## src/rtl/csync_pkg.sv

```systemverilog
package csync_pkg;
  // width of the measured spacing between accepted edges
  localparam int GAP_W = 16;

  // one event per clock from the horizontal separator to the lock tracker
  typedef struct packed {
    logic             acc;   // an edge was accepted this cycle
    logic             tmo;   // no edge accepted for the time-out span
    logic [GAP_W-1:0] gap;   // cycles since the previous accepted edge
  } line_evt_t;
endpackage

```

## src/rtl/csync_sync.sv

```systemverilog
module csync_sync #(
  parameter int STAGES = 2
) (
  input  logic clk,
  input  logic rst,
  input  logic din_n,
  output logic level_o,
  output logic fall_o
);
  logic [STAGES-1:0] chain;
  logic              last;

  always_ff @(posedge clk) begin
    if (rst) begin
      chain <= '1;
      last  <= 1'b1;
    end else begin
      chain <= {chain[STAGES-2:0], din_n};
      last  <= chain[STAGES-1];
    end
  end

  assign level_o = chain[STAGES-1];
  assign fall_o  = last & ~chain[STAGES-1];
endmodule

```

## src/rtl/csync_hsep.sv

```systemverilog
module csync_hsep
  import csync_pkg::*;
#(
  parameter int LINE_LEN    = 64,
  parameter int HSYNC_W     = 5,
  parameter int HOLDOFF_PCT = 95,
  parameter int TIMEOUT_PCT = 150
) (
  input  logic      clk,
  input  logic      rst,
  input  logic      fall_i,
  output logic      hsync_o,
  output line_evt_t evt_o
);
  localparam int HOLDOFF = LINE_LEN * HOLDOFF_PCT / 100;
  localparam int TIMEOUT = LINE_LEN * TIMEOUT_PCT / 100;
  localparam int CW      = $clog2(TIMEOUT + 1);
  localparam int PW      = $clog2(HSYNC_W + 1);

  logic [CW-1:0] since;
  logic          busy;
  logic [PW-1:0] pw;
  logic          accept;

  assign accept = fall_i & ~busy;

  always_ff @(posedge clk) begin
    if (rst) begin
      since   <= CW'(TIMEOUT);
      busy    <= 1'b0;
      pw      <= '0;
      hsync_o <= 1'b0;
      evt_o   <= '0;
    end else begin
      evt_o.acc <= accept;
      evt_o.gap <= GAP_W'(since) + GAP_W'(1);
      evt_o.tmo <= (since == CW'(TIMEOUT - 1)) && !accept;
      if (accept) begin
        since   <= '0;
        busy    <= 1'b1;
        pw      <= PW'(HSYNC_W);
        hsync_o <= 1'b1;
      end else begin
        if (since != CW'(TIMEOUT))
          since <= since + CW'(1);
        if (busy && ((since >= CW'(HOLDOFF - 1)) || (since >= CW'(TIMEOUT - 1))))
          busy <= 1'b0;
        if (pw > PW'(1)) begin
          pw <= pw - PW'(1);
        end else if (pw == PW'(1)) begin
          pw      <= '0;
          hsync_o <= 1'b0;
        end
      end
    end
  end


  hsync_rise_chk: assert property (@(posedge clk) disable iff (rst)
    $rose(hsync_o) |-> $past(fall_i));


  holdoff_gap_chk: assert property (@(posedge clk) disable iff (rst)
    evt_o.acc |-> (int'(evt_o.gap) > HOLDOFF));
endmodule

```

## src/rtl/csync_vdet.sv

```systemverilog
module csync_vdet #(
  parameter int VS_CEIL = 96,
  parameter int VS_ON   = 48,
  parameter int VS_OFF  = 16
) (
  input  logic clk,
  input  logic rst,
  input  logic level_i,
  output logic vsync_o
);
  localparam int CW = $clog2(VS_CEIL + 1);

  logic [CW-1:0] cnt;

  always_ff @(posedge clk) begin
    if (rst) begin
      cnt     <= '0;
      vsync_o <= 1'b0;
    end else begin
      if (!level_i) begin
        if (cnt != CW'(VS_CEIL)) cnt <= cnt + CW'(1);
      end else begin
        if (cnt != '0) cnt <= cnt - CW'(1);
      end
      if (cnt >= CW'(VS_ON))
        vsync_o <= 1'b1;
      else if (cnt < CW'(VS_OFF))
        vsync_o <= 1'b0;
    end
  end


  vs_rise_chk: assert property (@(posedge clk) disable iff (rst)
    $rose(vsync_o) |-> ($past(cnt) >= CW'(VS_ON)));


  vs_fall_chk: assert property (@(posedge clk) disable iff (rst)
    $fell(vsync_o) |-> ($past(cnt) < CW'(VS_OFF)));


  integ_ceil_chk: assert property (@(posedge clk) disable iff (rst)
    cnt <= CW'(VS_CEIL));
endmodule

```

## src/rtl/csync_lock.sv

```systemverilog
module csync_lock
  import csync_pkg::*;
#(
  parameter int LINE_LEN   = 64,
  parameter int LOCK_TOL   = 2,
  parameter int LOCK_LINES = 8
) (
  input  logic      clk,
  input  logic      rst,
  input  line_evt_t evt_i,
  output logic      lock_o
);
  localparam int SW = $clog2(LOCK_LINES + 1);

  logic [SW-1:0] streak;
  logic          good;

  assign good = evt_i.acc
             && (int'(evt_i.gap) >= LINE_LEN - LOCK_TOL)
             && (int'(evt_i.gap) <= LINE_LEN + LOCK_TOL);

  always_ff @(posedge clk) begin
    if (rst) begin
      streak <= '0;
      lock_o <= 1'b0;
    end else if (evt_i.tmo || (evt_i.acc && !good)) begin
      streak <= '0;
      lock_o <= 1'b0;
    end else if (good) begin
      if (streak >= SW'(LOCK_LINES - 1)) begin
        lock_o <= 1'b1;
        streak <= SW'(LOCK_LINES);
      end else begin
        streak <= streak + SW'(1);
      end
    end
  end


  lock_rise_chk: assert property (@(posedge clk) disable iff (rst)
    $rose(lock_o) |-> $past(evt_i.acc));


  lock_fall_chk: assert property (@(posedge clk) disable iff (rst)
    $fell(lock_o) |-> $past(evt_i.acc || evt_i.tmo));
endmodule

```

## src/rtl/csync_separator.sv

```systemverilog
module csync_separator
  import csync_pkg::*;
#(
  parameter int LINE_LEN    = 64,
  parameter int HSYNC_W     = 5,
  parameter int HOLDOFF_PCT = 95,
  parameter int TIMEOUT_PCT = 150,
  parameter int VS_CEIL     = 96,
  parameter int VS_ON       = 48,
  parameter int VS_OFF      = 16,
  parameter int LOCK_TOL    = 2,
  parameter int LOCK_LINES  = 8,
  parameter int SYNC_STAGES = 2
) (
  input  logic clk,
  input  logic rst,
  input  logic csync_n_i,
  output logic hsync_o,
  output logic vsync_o,
  output logic lock_o
);
  logic      level;
  logic      fall;
  line_evt_t evt;

  csync_sync #(.STAGES(SYNC_STAGES)) sync_i (
    .clk(clk), .rst(rst), .din_n(csync_n_i), .level_o(level), .fall_o(fall)
  );

  csync_hsep #(
    .LINE_LEN(LINE_LEN), .HSYNC_W(HSYNC_W),
    .HOLDOFF_PCT(HOLDOFF_PCT), .TIMEOUT_PCT(TIMEOUT_PCT)
  ) hsep_i (
    .clk(clk), .rst(rst), .fall_i(fall), .hsync_o(hsync_o), .evt_o(evt)
  );

  csync_vdet #(.VS_CEIL(VS_CEIL), .VS_ON(VS_ON), .VS_OFF(VS_OFF)) vdet_i (
    .clk(clk), .rst(rst), .level_i(level), .vsync_o(vsync_o)
  );

  csync_lock #(.LINE_LEN(LINE_LEN), .LOCK_TOL(LOCK_TOL), .LOCK_LINES(LOCK_LINES)) lock_i (
    .clk(clk), .rst(rst), .evt_i(evt), .lock_o(lock_o)
  );
endmodule

```

## config.mk

```make
export PLATFORM = sky130hd
export DESIGN_NAME = csync_separator
export DESIGN_NICKNAME = d
export VERILOG_FILES = /design/src/rtl/csync_pkg.sv /design/src/rtl/csync_sync.sv /design/src/rtl/csync_hsep.sv /design/src/rtl/csync_vdet.sv /design/src/rtl/csync_lock.sv /design/src/rtl/csync_separator.sv
export SDC_FILE = /design/constraint.sdc
export NUM_CORES = 1
export LEC_CHECK = 0
export BUFFER_PORTS_ARGS = -buffer_cell sky130_fd_sc_hd__buf_2
export CAP_MARGIN = 20
export CORE_UTILIZATION = 35
export DETAILED_ROUTE_END_ITERATION = 12
export GPL_ROUTABILITY_DRIVEN = 0
export SYNTH_ARGS = -nofsm -noshare
export SYNTH_HDL_FRONTEND = slang
export SYNTH_SLANG_ARGS = --single-unit
```

## constraint.sdc

```tcl
create_clock -name clk -period 2.5 [get_ports clk]
set_input_delay 0.125 -clock clk [delete_from_list [all_inputs] [get_ports clk]]
set_output_delay 0.125 -clock clk [all_outputs]
set_load 0.01 [all_outputs]
```

==> results_dict.tcl, run 1 <==
set metrics [dict create \
    cts_hold_buf 0 \
    grt_pass1_wl_um 5680 \
    viasPerCell 4.90 \
    ir_worst_vdd_uv 567 \
    io_buffers 5 \
    grt_usage_pct 14.0 \
    die_y_um 72.3 \
    p_per_area_mw_per_mm2 973 \
    max_stage_delay_ns 0.56 \
    cts_tree "yes" \
    worstReg2RegEnd "vdet_i.cnt[6]$_SDFFE_PP0P_" \
    ys_types 43 \
    total_power_mw 1.88 \
    critPathMaxFanout 12 \
    final.fill_count 511 \
    wl_um 3130 \
    dr.pass1.iters 4 \
    maxSlewHeadroom_pct 68.5 \
    crit_type "flip-flop to flip-flop" \
    synth_common_cells "dfxtp_1 (38), nor2_1 (30), nand2_1 (12), a21oi_1 (11), inv_1 (11)" \
    fin_ws_ns 0.444 \
    rsz0062_at_grt "no" \
    synth_ff_type "dfxtp_1" \
    drv_cap 0 \
    min_period_over_period_pct 82.2 \
    postSynthCellCount 196 \
    wl_per_cell_um 11.5 \
    n_antenna_cell 0 \
    worst_pin_slew_ns 0.473 \
    place_inst 264 \
    synth_area_mm2 0.00173 \
    synth_nets 210 \
    fin_setup_tns_ns 0 \
    synth_warnings 0 \
    finalNonFillerCells 272 \
    area_growth_syn_to_layout_pct 11.7 \
    outcome "finished, final reports clean" \
    cp.arrival_ns 2.29 \
    required_ns 2.73 \
    hold_path_end "sync_i.chain[0]$_SDFF_PP1_" \
    period_minus_slack_ns 2.06 \
    grt_max_degree 28 \
    clockBufferDepth 2 \
    synth_edf_count 0 \
    globalRouteOverflowTotal 0 \
    die_w_um 72.3 \
    start_util_pct 36.4 \
    synth_area_leaders "dfxtp_1 (44%), ha_1 (7.2%), nor2_1 (6.5%), a21oi_1 (3.2%), nand2_1 (2.6%)" \
    dp_slack_ns 0.487 \
    core-area_mm2 0.00475 \
    dp.final_hpwl_um 2190 \
    antenna_left 0 \
    finalHoldViolCount 0 \
    rr_startpoint "sync_i.chain[1]$_SDFF_PP1_" \
    drt_iter0_drc 18 \
    cts.clk_slew.worst_paths_ns 0.07 \
    antenna_found_initial 0 \
    cp_slowest_cell "dfxtp_1" \
    power_leakage_nw 0.769 \
    drive_above_1_share_pct 10.2 \
    via_count 1332 \
    root_buffer "clkbuf_8" \
    clkLatencyLatePin_ns 0.29 \
    rows 25 \
    yosysMostFrequentCell "dfxtp_1" \
    r2r_slack_ns 0.44 \
    cts_resized 0 \
    slew_viol_final 0 \
    crit_chain "inv_1, fa_1, nor2b_1, o31a_1, o22ai_1, a211o_1, nand3_1" \
    synth.avg_cell_area_um2 8.84 \
    finalSetupViolations 0 \
    synth_top_area_share_pct 43.9 \
    final_nets 218 \
    fp.dieArea_mm2 0.00523 \
    worst_clock_skew_ns 0.00222 \
    end_kind "flip-flop" \
    worstHoldStart "csync_n_i" \
    drc_errors 0 \
    synth-async-reset-ratio_pct 0 \
    cts_setup_buffers 0 \
    synth_largest_area_cell "dfxtp_1" \
    fmax_ghz 0.486 \
    cts_sinks 38 \
    io_pins 6 \
    hp-class "input port to flip-flop" \
    h-tree-depth 2 \
    cts_buffers 5 \
    r2r_cells 7 \
    ys_ff_latch 38 \
    yosysSeqAreaShare_pct 43.9 \
    cp-start-kind "flip-flop" \
    hold_depth 2 \
    grt_pass1_vias 1247 \
]
[critical path: cells and delay by family, from the launching register on]
family,cells,cell delay [ns]
DFF,1,0.56
adders and majority gates,1,0.46
buffers and inverters,1,0.18
and+or+nand+nor,2,0.27
AOI/OAI and AO/OA,3,0.53
[state kept, by name (all words and copies together), names as in the netlist, 2 cells and up]
register and count:
vdet_i.cnt 7, lock_i.streak 4, hsep_i.since 7, hsep_i.pw 3
hsep_i.evt_o 10, sync_i.chain 2
[layer usage]
metal | vias up | share of wire [%] | global-route usage, %
met2 | 15 | 44 | 20.6
met5 | - | 0 | 0
met1 | 607 | 52 | 19.0
li1 | 705 | - | -
met3 | 5 | 3.0 | 4.58
met4 | 0 | 1.5 | 5.23
[cell type report]
cell class	instances	area (um2)	share of cell area (%)
Sequential cell	38	761	39.3
Clock buffer	5	68.8	3.56
Inverter	11	41.3	2.13
Tap cell	67	83.8	4.33
Multi-Input combinational cell	143	915	47.3
Timing Repair Buffer	5	25.0	1.29
Clock inverter	3	40.0	2.07
[cells in the final DEF, fill, tap and decap left out, types with 2 or more instances in the layout]
cell type and count:
dfxtp_1 38, nor2_1 30, nand2_1 12, inv_1 11
a21oi_1 11, ha_1 10, o21ai_0 8, nand3_1 6
or2_2 6, clkbuf_8 5, buf_2 5, nor4_1 4
nor3_1 4, nor2b_1 4, a211oi_1 4, a21o_1 4
a31oi_1 3, xor2_1 3, and3_1 3, xnor2_1 3
o21bai_1 3, nand4_1 2, or4b_1 2, nor4b_1 2
clkinv_2 2
[metrics by stage]
stage               hold slack (ns)  area, um2  utilization, %
floorplan                     0.229       1730               -
global placement              0.318       1830            38.4
detailed placement            0.315       1830            38.4
CTS                         0.00834       1930            40.7
global route                0.00637       1930            40.7
finish                       0.0156       1930            40.7
[kinds of logic after synthesis]
group / count (synthesis) / share of synthesized area (%)
AO/OA/AOI/OAI: 41 / 15.5
XOR/XNOR: 6 / 3.04
adder cells (fa/ha/maj): 12 / 8.96
buffers and inverters: 15 / 3.25
flip-flops: 38 / 43.9
AND/OR/NAND/NOR: 84 / 25.3
[how the worst max path moves through the flow]
| stage | startpoint | to | slack, ns |
|---|---|---|---|
| 2_1_floorplan | sync_i.chain[1]$_SDFF_PP1_ | vdet_i.cnt[6]$_SDFFE_PP0P_ | 0.70 |
| 3_3_place_gp | sync_i.chain[1]$_SDFF_PP1_ | vdet_i.cnt[6]$_SDFFE_PP0P_ | 0.54 |
| 3_5_place_dp | sync_i.chain[1]$_SDFF_PP1_ | vdet_i.cnt[6]$_SDFFE_PP0P_ | 0.49 |
| 4_1_cts | sync_i.chain[1]$_SDFF_PP1_ | vdet_i.cnt[6]$_SDFFE_PP0P_ | 0.46 |
| 5_1_grt | sync_i.chain[1]$_SDFF_PP1_ | vdet_i.cnt[6]$_SDFFE_PP0P_ | 0.24 |
| 6_report | sync_i.chain[1]$_SDFF_PP1_ | vdet_i.cnt[6]$_SDFFE_PP0P_ | 0.44 |
[power breakdown]
group          leakage [nW]  switching (mW)  internal [mW]
Sequential            0.312          0.0901          0.703
Combinational         0.399           0.312          0.271
Clock                0.0579           0.213          0.293
(Power assumes the default switching activity.)
==> run 2, diff against run 1 <==
==> constraint.sdc (replaced) <==
create_clock -name clk -period 1.9 [get_ports clk]
set_input_delay 0.095 -clock clk [delete_from_list [all_inputs] [get_ports clk]]
set_output_delay 0.095 -clock clk [all_outputs]
set_load 0.01 [all_outputs]
==> run 2 against run 1 <==
Effect of this change:
- maximum frequency increased by 13%
- critical path depth decreased by 1
- power up 43%
- core utilization increased by 2.5 points
- critical path type unchanged
- largest cell class unchanged
- highest routed layer unchanged
==> results_dict.tcl, run 2 (same netlist as run 1, synthesis figures left out) <==
set metrics [dict create \
    die_w_um 72.3 \
    crit_type "flip-flop to flip-flop" \
    fin_util_pct 43.2 \
    clkLatencyLatePin_ns 0.28 \
    required_ns 2.10 \
    regArea_um2 764 \
    final.fill_count 479 \
    period_minus_slack_ns 1.82 \
    total_power_mw 2.69 \
    rows 25 \
    root_buffer "clkbuf_8" \
    cts.clk_slew.worst_paths_ns 0.08 \
    multi_input_comb_area_um2 915 \
    worstReg2RegEnd "vdet_i.cnt[5]$_SDFFE_PP0P_" \
    place_inst 274 \
    dp_slack_ns 0.0205 \
    holdWs_ns 0.178 \
    p_per_area_mw_per_mm2 1310 \
    final_nets 229 \
    finalNonFillerCells 283 \
    wl_per_cell_um 10.9 \
    mostFrequentLayoutCells "dfxtp_1 (37), nor2_1 (30), nand2_1 (12), inv_1 (11), a21oi_1 (11)" \
    finalSetupViolations 0 \
    ir_worst_vdd_uv 909 \
    crit_buf_inv 0 \
    dr.max_layer_used "met4" \
    dp.final_hpwl_um 2310 \
    grt_pass1_vias 1306 \
    power_leakage_nw 0.831 \
    end_kind "flip-flop" \
    globalRouteOverflowTotal 0 \
    drt_iter0_drc 14 \
    drv_cap 0 \
    cp.arrival_ns 2.02 \
    grt_pass1_wl_um 5560 \
    reg_top3 "hsep_i.evt_o x10, hsep_i.since x7, vdet_i.cnt x7" \
    hp-class "input port to flip-flop" \
    fin_ws_ns 0.0757 \
    placed_cell_area_mm2 0.00190 \
    wl_um 3090 \
    outcome "finished, final reports clean" \
    cp_slowest_cell "or4b_1" \
    grt_max_degree 22 \
    worstHoldStart "rst" \
    finalHoldViolCount 0 \
    rsz0062_at_grt "no" \
    r2r_slack_ns 0.08 \
    met3_length_um 81 \
    die_y_um 72.3 \
    fp.dieArea_mm2 0.00523 \
    antenna_found_initial 0 \
    hold_depth 2 \
    via_count 1373 \
    worst_clock_skew_ns 0.00927 \
    met2_wirelength_um 1400 \
    min_period_over_period_pct 96.0 \
    cts_sinks 38 \
    slew_viol_final 0 \
    worst_pin_slew_ns 0.340 \
    rr_startpoint "sync_i.chain[1]$_SDFF_PP1_" \
    drc_errors 0 \
    wl_met1_um 1570 \
    area_growth_syn_to_layout_pct 18.5 \
    final_common_cell "dfxtp_1" \
    dr.pass1.iters 4 \
    fin_setup_tns_ns 0 \
    h-tree-depth 2 \
    cts_tree "yes" \
    r2r_cells 6 \
    grt_usage_pct 13.3 \
    n_antenna_cell 0 \
    start_util_pct 36.4 \
    max_stage_delay_ns 0.48 \
    core-area_mm2 0.00475 \
    maxSlewHeadroom_pct 76.8 \
    io_pins 6 \
    critPathMaxFanout 9 \
    crit_chain "ha_1, o21ai_0, or4b_1, o2111ai_1, a31oi_1, a211oi_1" \
    clockBufferDepth 2 \
    fmax_ghz 0.548 \
    io_buffers 5 \
    viasPerCell 4.85 \
    top_register "hsep_i.evt_o" \
    hold_path_end "hsep_i.evt_o[0]$_SDFF_PP0_" \
    fin_area_mm2 0.00205 \
    antenna_left 0 \
    crit_family "compound AO/OA/AOI/OAI gates" \
    largest_reg_flops 10 \
    cts_buffers 5 \
    cp-start-kind "flip-flop" \
    drive_above_1_share_pct 14.8 \
]
==> run 2: changes by cell type in the layout (fill, tap and decap cells not counted), sizes merged <==
cell	previous run	this run
buf	5	15
bufinv	1	2
clkinv	2	1
dlygate4sd3	0	1
==> run 2: area by class of cell <==
type	instances	area share (%)
well taps	67	4.09
multi-input cells	143	44.6
inverters	11	2.01
repair buffers	16	5.37
flip-flops and latches	38	37.3
clock buffers	5	3.35
clock inverters	3	3.35
==> run 2: how the worst max path moves through the flow <==
stage / from / end / slack (ns) / depth (start not counted)
6_report: sync_i.chain[1]$_SDFF_PP1_ / vdet_i.cnt[5]$_SDFFE_PP0P_ / 0.08 / 6
3_3_place_gp: sync_i.chain[1]$_SDFF_PP1_ / vdet_i.cnt[6]$_SDFFE_PP0P_ / 0.07 / 7
2_1_floorplan: sync_i.chain[1]$_SDFF_PP1_ / vdet_i.cnt[6]$_SDFFE_PP0P_ / 0.1 / 7
4_1_cts: sync_i.chain[1]$_SDFF_PP1_ / vdet_i.cnt[5]$_SDFFE_PP0P_ / 0.08 / 6
3_5_place_dp: sync_i.chain[1]$_SDFF_PP1_ / vdet_i.cnt[6]$_SDFFE_PP0P_ / 0.02 / 7
5_1_grt: sync_i.chain[1]$_SDFF_PP1_ / vdet_i.cnt[5]$_SDFFE_PP0P_ / 0.006 / 6
==> run 2: per-layer routing <==
| metal | vias up | global-route usage [%] |
|---|---|---|
| met1 | 627 | 17.0 |
| li1 | 732 | - |
| met5 | - | 0 |
| met2 | 10 | 21.2 |
| met3 | 4 | 4.17 |
| met4 | 0 | 4.79 |
==> run 2: power by group <==
part / leakage (nW) / internal (mW) / switching [mW]
Sequential: 0.312 / 0.924 / 0.101
Combinational: 0.452 / 0.416 / 0.439
Clock: 0.0683 / 0.526 / 0.283
Total: 0.831 / 1.87 / 0.822
==> run 2: what timing repair did <==
item | in CTS | in global routing
buffers inserted | 0 | 0
gates resized for setup | 1 | 1
cloned | 0 | 0
hold buffers | 1 | 0
hold endpoints to repair | 1 | 0
endpoints found under the setup margin | 1 | 2
==> run 3, diff against run 2 <==
==> constraint.sdc (replaced) <==
create_clock -name clk -period 1.6 [get_ports clk]
set_input_delay 0.08 -clock clk [delete_from_list [all_inputs] [get_ports clk]]
set_output_delay 0.08 -clock clk [all_outputs]
set_load 0.01 [all_outputs]
==> run 3 against run 2 <==
Effect of this change:
- largest cell class unchanged
- highest routed layer unchanged
- final cell count is 1.4% higher
- critical endpoint unchanged
- non-clock buffer count grew 4
- maximum frequency up 11%
- largest power group is now combinational cells
- wire length increased by 3.9%
- worst hold slack improved by 0.0046 ns
- combinational power increased by 46%
- power increased by 17%
- the flow now finishes with violations (negative setup slack)
- core utilization increased by 1.9 points
==> results_dict.tcl, run 3 (same netlist as run 1, synthesis figures left out) <==
set metrics [dict create \
    intPower_mw 2.09 \
    period_minus_slack_ns 1.65 \
    final_common_cell "dfxtp_1" \
    h-tree-depth 2 \
    power.switching_mw 1.05 \
    fp.dieArea_mm2 0.00523 \
    dr.pass1.iters 4 \
    cp_slowest_cell "or4b_1" \
    pwr-share-seq_pct 39.0 \
    io_pins 6 \
    io_buffers 5 \
    swShare_pct 33.5 \
    crit_type "flip-flop to flip-flop" \
    drt_iter0_drc 33 \
    drc_errors 0 \
    grt_max_degree 24 \
    cts_tree "yes" \
    final.fill_count 480 \
    rr_startpoint "sync_i.chain[1]$_SDFF_PP1_" \
    mostFrequentLayoutCells "dfxtp_1 (34), nor2_1 (29), buf_4 (14), nand2_1 (12), inv_1 (10)" \
    cts_setup_buffers 0 \
    cp-start-kind "flip-flop" \
    die_w_um 72.3 \
    required_ns 1.81 \
    largest_reg_flops 10 \
    cts_sinks 38 \
    ir_worst_vdd_uv 723 \
    worstReg2RegEnd "vdet_i.cnt[5]$_SDFFE_PP0P_" \
    clockBufferDepth 2 \
    cp.depth 6 \
    start_util_pct 36.4 \
    fin_ws_ns -0.0472 \
    max_stage_delay_ns 0.52 \
    globalRouteOverflowTotal 0 \
    grt_usage_pct 13.5 \
    fmax_ghz 0.607 \
    n_antenna_cell 0 \
    area_growth_syn_to_layout_pct 23.6 \
    place_inst 278 \
    maxSlewHeadroom_pct 74.8 \
    cts_buffers 5 \
    hp-class "input port to flip-flop" \
    p_per_area_mw_per_mm2 1470 \
    finalNonFillerCells 287 \
    min_period_over_period_pct 103 \
    rsz0062_at_grt "yes" \
    drive_above_1_share_pct 24.1 \
    comb_power_share_pct 39.9 \
    dp.final_hpwl_um 2380 \
    crit_path_end "vdet_i.cnt[5]$_SDFFE_PP0P_" \
    power_leakage_nw 0.847 \
    crit_buf_inv 0 \
    clkPwrFrac_pct 21.1 \
    cp.arrival_ns 1.86 \
    outcome "finished, violations left" \
    die_y_um 72.3 \
    cts.clk_slew.worst_paths_ns 0.07 \
    crit_chain "ha_4, a211oi_4, or4b_1, o2111ai_2, a31oi_1, a211oi_1" \
    end_kind "flip-flop" \
    r2r_cells 6 \
    worst_pin_slew_ns 0.368 \
    top_register "hsep_i.evt_o" \
    rows 25 \
    finalHoldViolCount 0 \
    critPathMaxFanout 8 \
    wl_per_cell_um 11.2 \
    final_nets 233 \
    reg_top3 "hsep_i.evt_o x10, hsep_i.since x7, vdet_i.cnt x7" \
    finalSetupViolations 2 \
    crit_family "simple AND/OR/NAND/NOR gates" \
    r2r_slack_ns -0.05 \
    antenna_left 0 \
    slew_viol_final 0 \
    via_count 1381 \
    wl_um 3210 \
    fin_setup_tns_ns -0.0575 \
    violations "negative setup slack" \
    core-area_mm2 0.00475 \
    worst_clock_skew_ns 0.0103 \
    grt_pass1_vias 1225 \
    grt_pass1_wl_um 5360 \
    drv_cap 0 \
    antenna_found_initial 0 \
    root_buffer "clkbuf_8" \
    crit_path_start "sync_i.chain[1]$_SDFF_PP1_" \
    viasPerCell 4.81 \
    clkLatencyLatePin_ns 0.29 \
]
run 3: how the worst min path moves through the flow:
stage                                  to  slack, ns  depth (start not counted)  startpoint
2_1_floorplan  sync_i.chain[0]$_SDFF_PP1_       0.18                          1   csync_n_i
3_3_place_gp   sync_i.chain[0]$_SDFF_PP1_       0.26                          2   csync_n_i
3_5_place_dp   sync_i.chain[0]$_SDFF_PP1_       0.27                          2   csync_n_i
4_1_cts        hsep_i.evt_o[0]$_SDFF_PP0_       0.18                          2         rst
5_1_grt        hsep_i.evt_o[0]$_SDFF_PP0_       0.21                          2         rst
6_report       hsep_i.evt_o[0]$_SDFF_PP0_       0.18                          2         rst
run 3: routing by layer:
metal | up-vias | GRT usage, % | share of wire [%]
met5 | - | 0 | 0
met4 | 0 | 6.75 | 1.5
met3 | 5 | 5.00 | 2.4
met2 | 11 | 19.2 | 44
met1 | 631 | 17.9 | 52
li1 | 734 | - | -
run 3: repair_timing:
| item | in CTS | in global routing |
|---|---|---|
| setup endpoints to repair | 2 | 8 |
| pin swaps | 2 | 7 |
| hold buffers | 1 | 0 |
| endpoints found under the hold margin | 1 | 0 |
| gates resized for setup | 5 | 14 |
run 3: metrics by stage:
step / total power, mW / utilization, % / hold WS [ns] / setup slack (ns) / instance area (um2)
after floorplan: 1.99 / - / 0.184 / -0.0227 / 1740
after global placement: 2.31 / 40.9 / 0.261 / -0.0771 / 1940
after detailed placement: 2.30 / 40.9 / 0.274 / -0.109 / 1940
after CTS: 3.03 / 43.7 / 0.183 / -0.0496 / 2080
after global routing: 3.39 / 45.0 / 0.209 / -0.138 / 2140
final: 3.14 / 45.0 / 0.183 / -0.0472 / 2140
run 3: layout make-up:
cell class | instances | area [um2] | share of cell area [%]
Clock buffer | 7 | 86.3 | 4.03
Clock inverter | 1 | 5.00 | 0.234
Inverter | 11 | 43.8 | 2.05
Multi-Input combinational cell | 143 | 1010 | 47.2
Sequential cell | 38 | 771 | 36.0
Tap cell | 67 | 83.8 | 3.92
Timing Repair Buffer | 20 | 140 | 6.55
run 3: worst register-to-register path, stage by stage (launching register included):
cell       delay [ns]
dfxtp_4          0.40
ha_4             0.29
a211oi_4         0.06
or4b_1           0.52
o2111ai_2        0.09
a31oi_1          0.05
a211oi_1         0.15
run 3: power by group through the flow:
stage / logic (mW) / registers [mW] / clock network, mW
2_1_floorplan: 0.787 / 1.21 / 0
3_3_place_gp: 1.09 / 1.22 / 0
3_5_place_dp: 1.08 / 1.22 / 0
4_1_cts: 1.14 / 1.21 / 0.684
5_1_grt: 1.41 / 1.24 / 0.733
6_report: 1.25 / 1.22 / 0.664
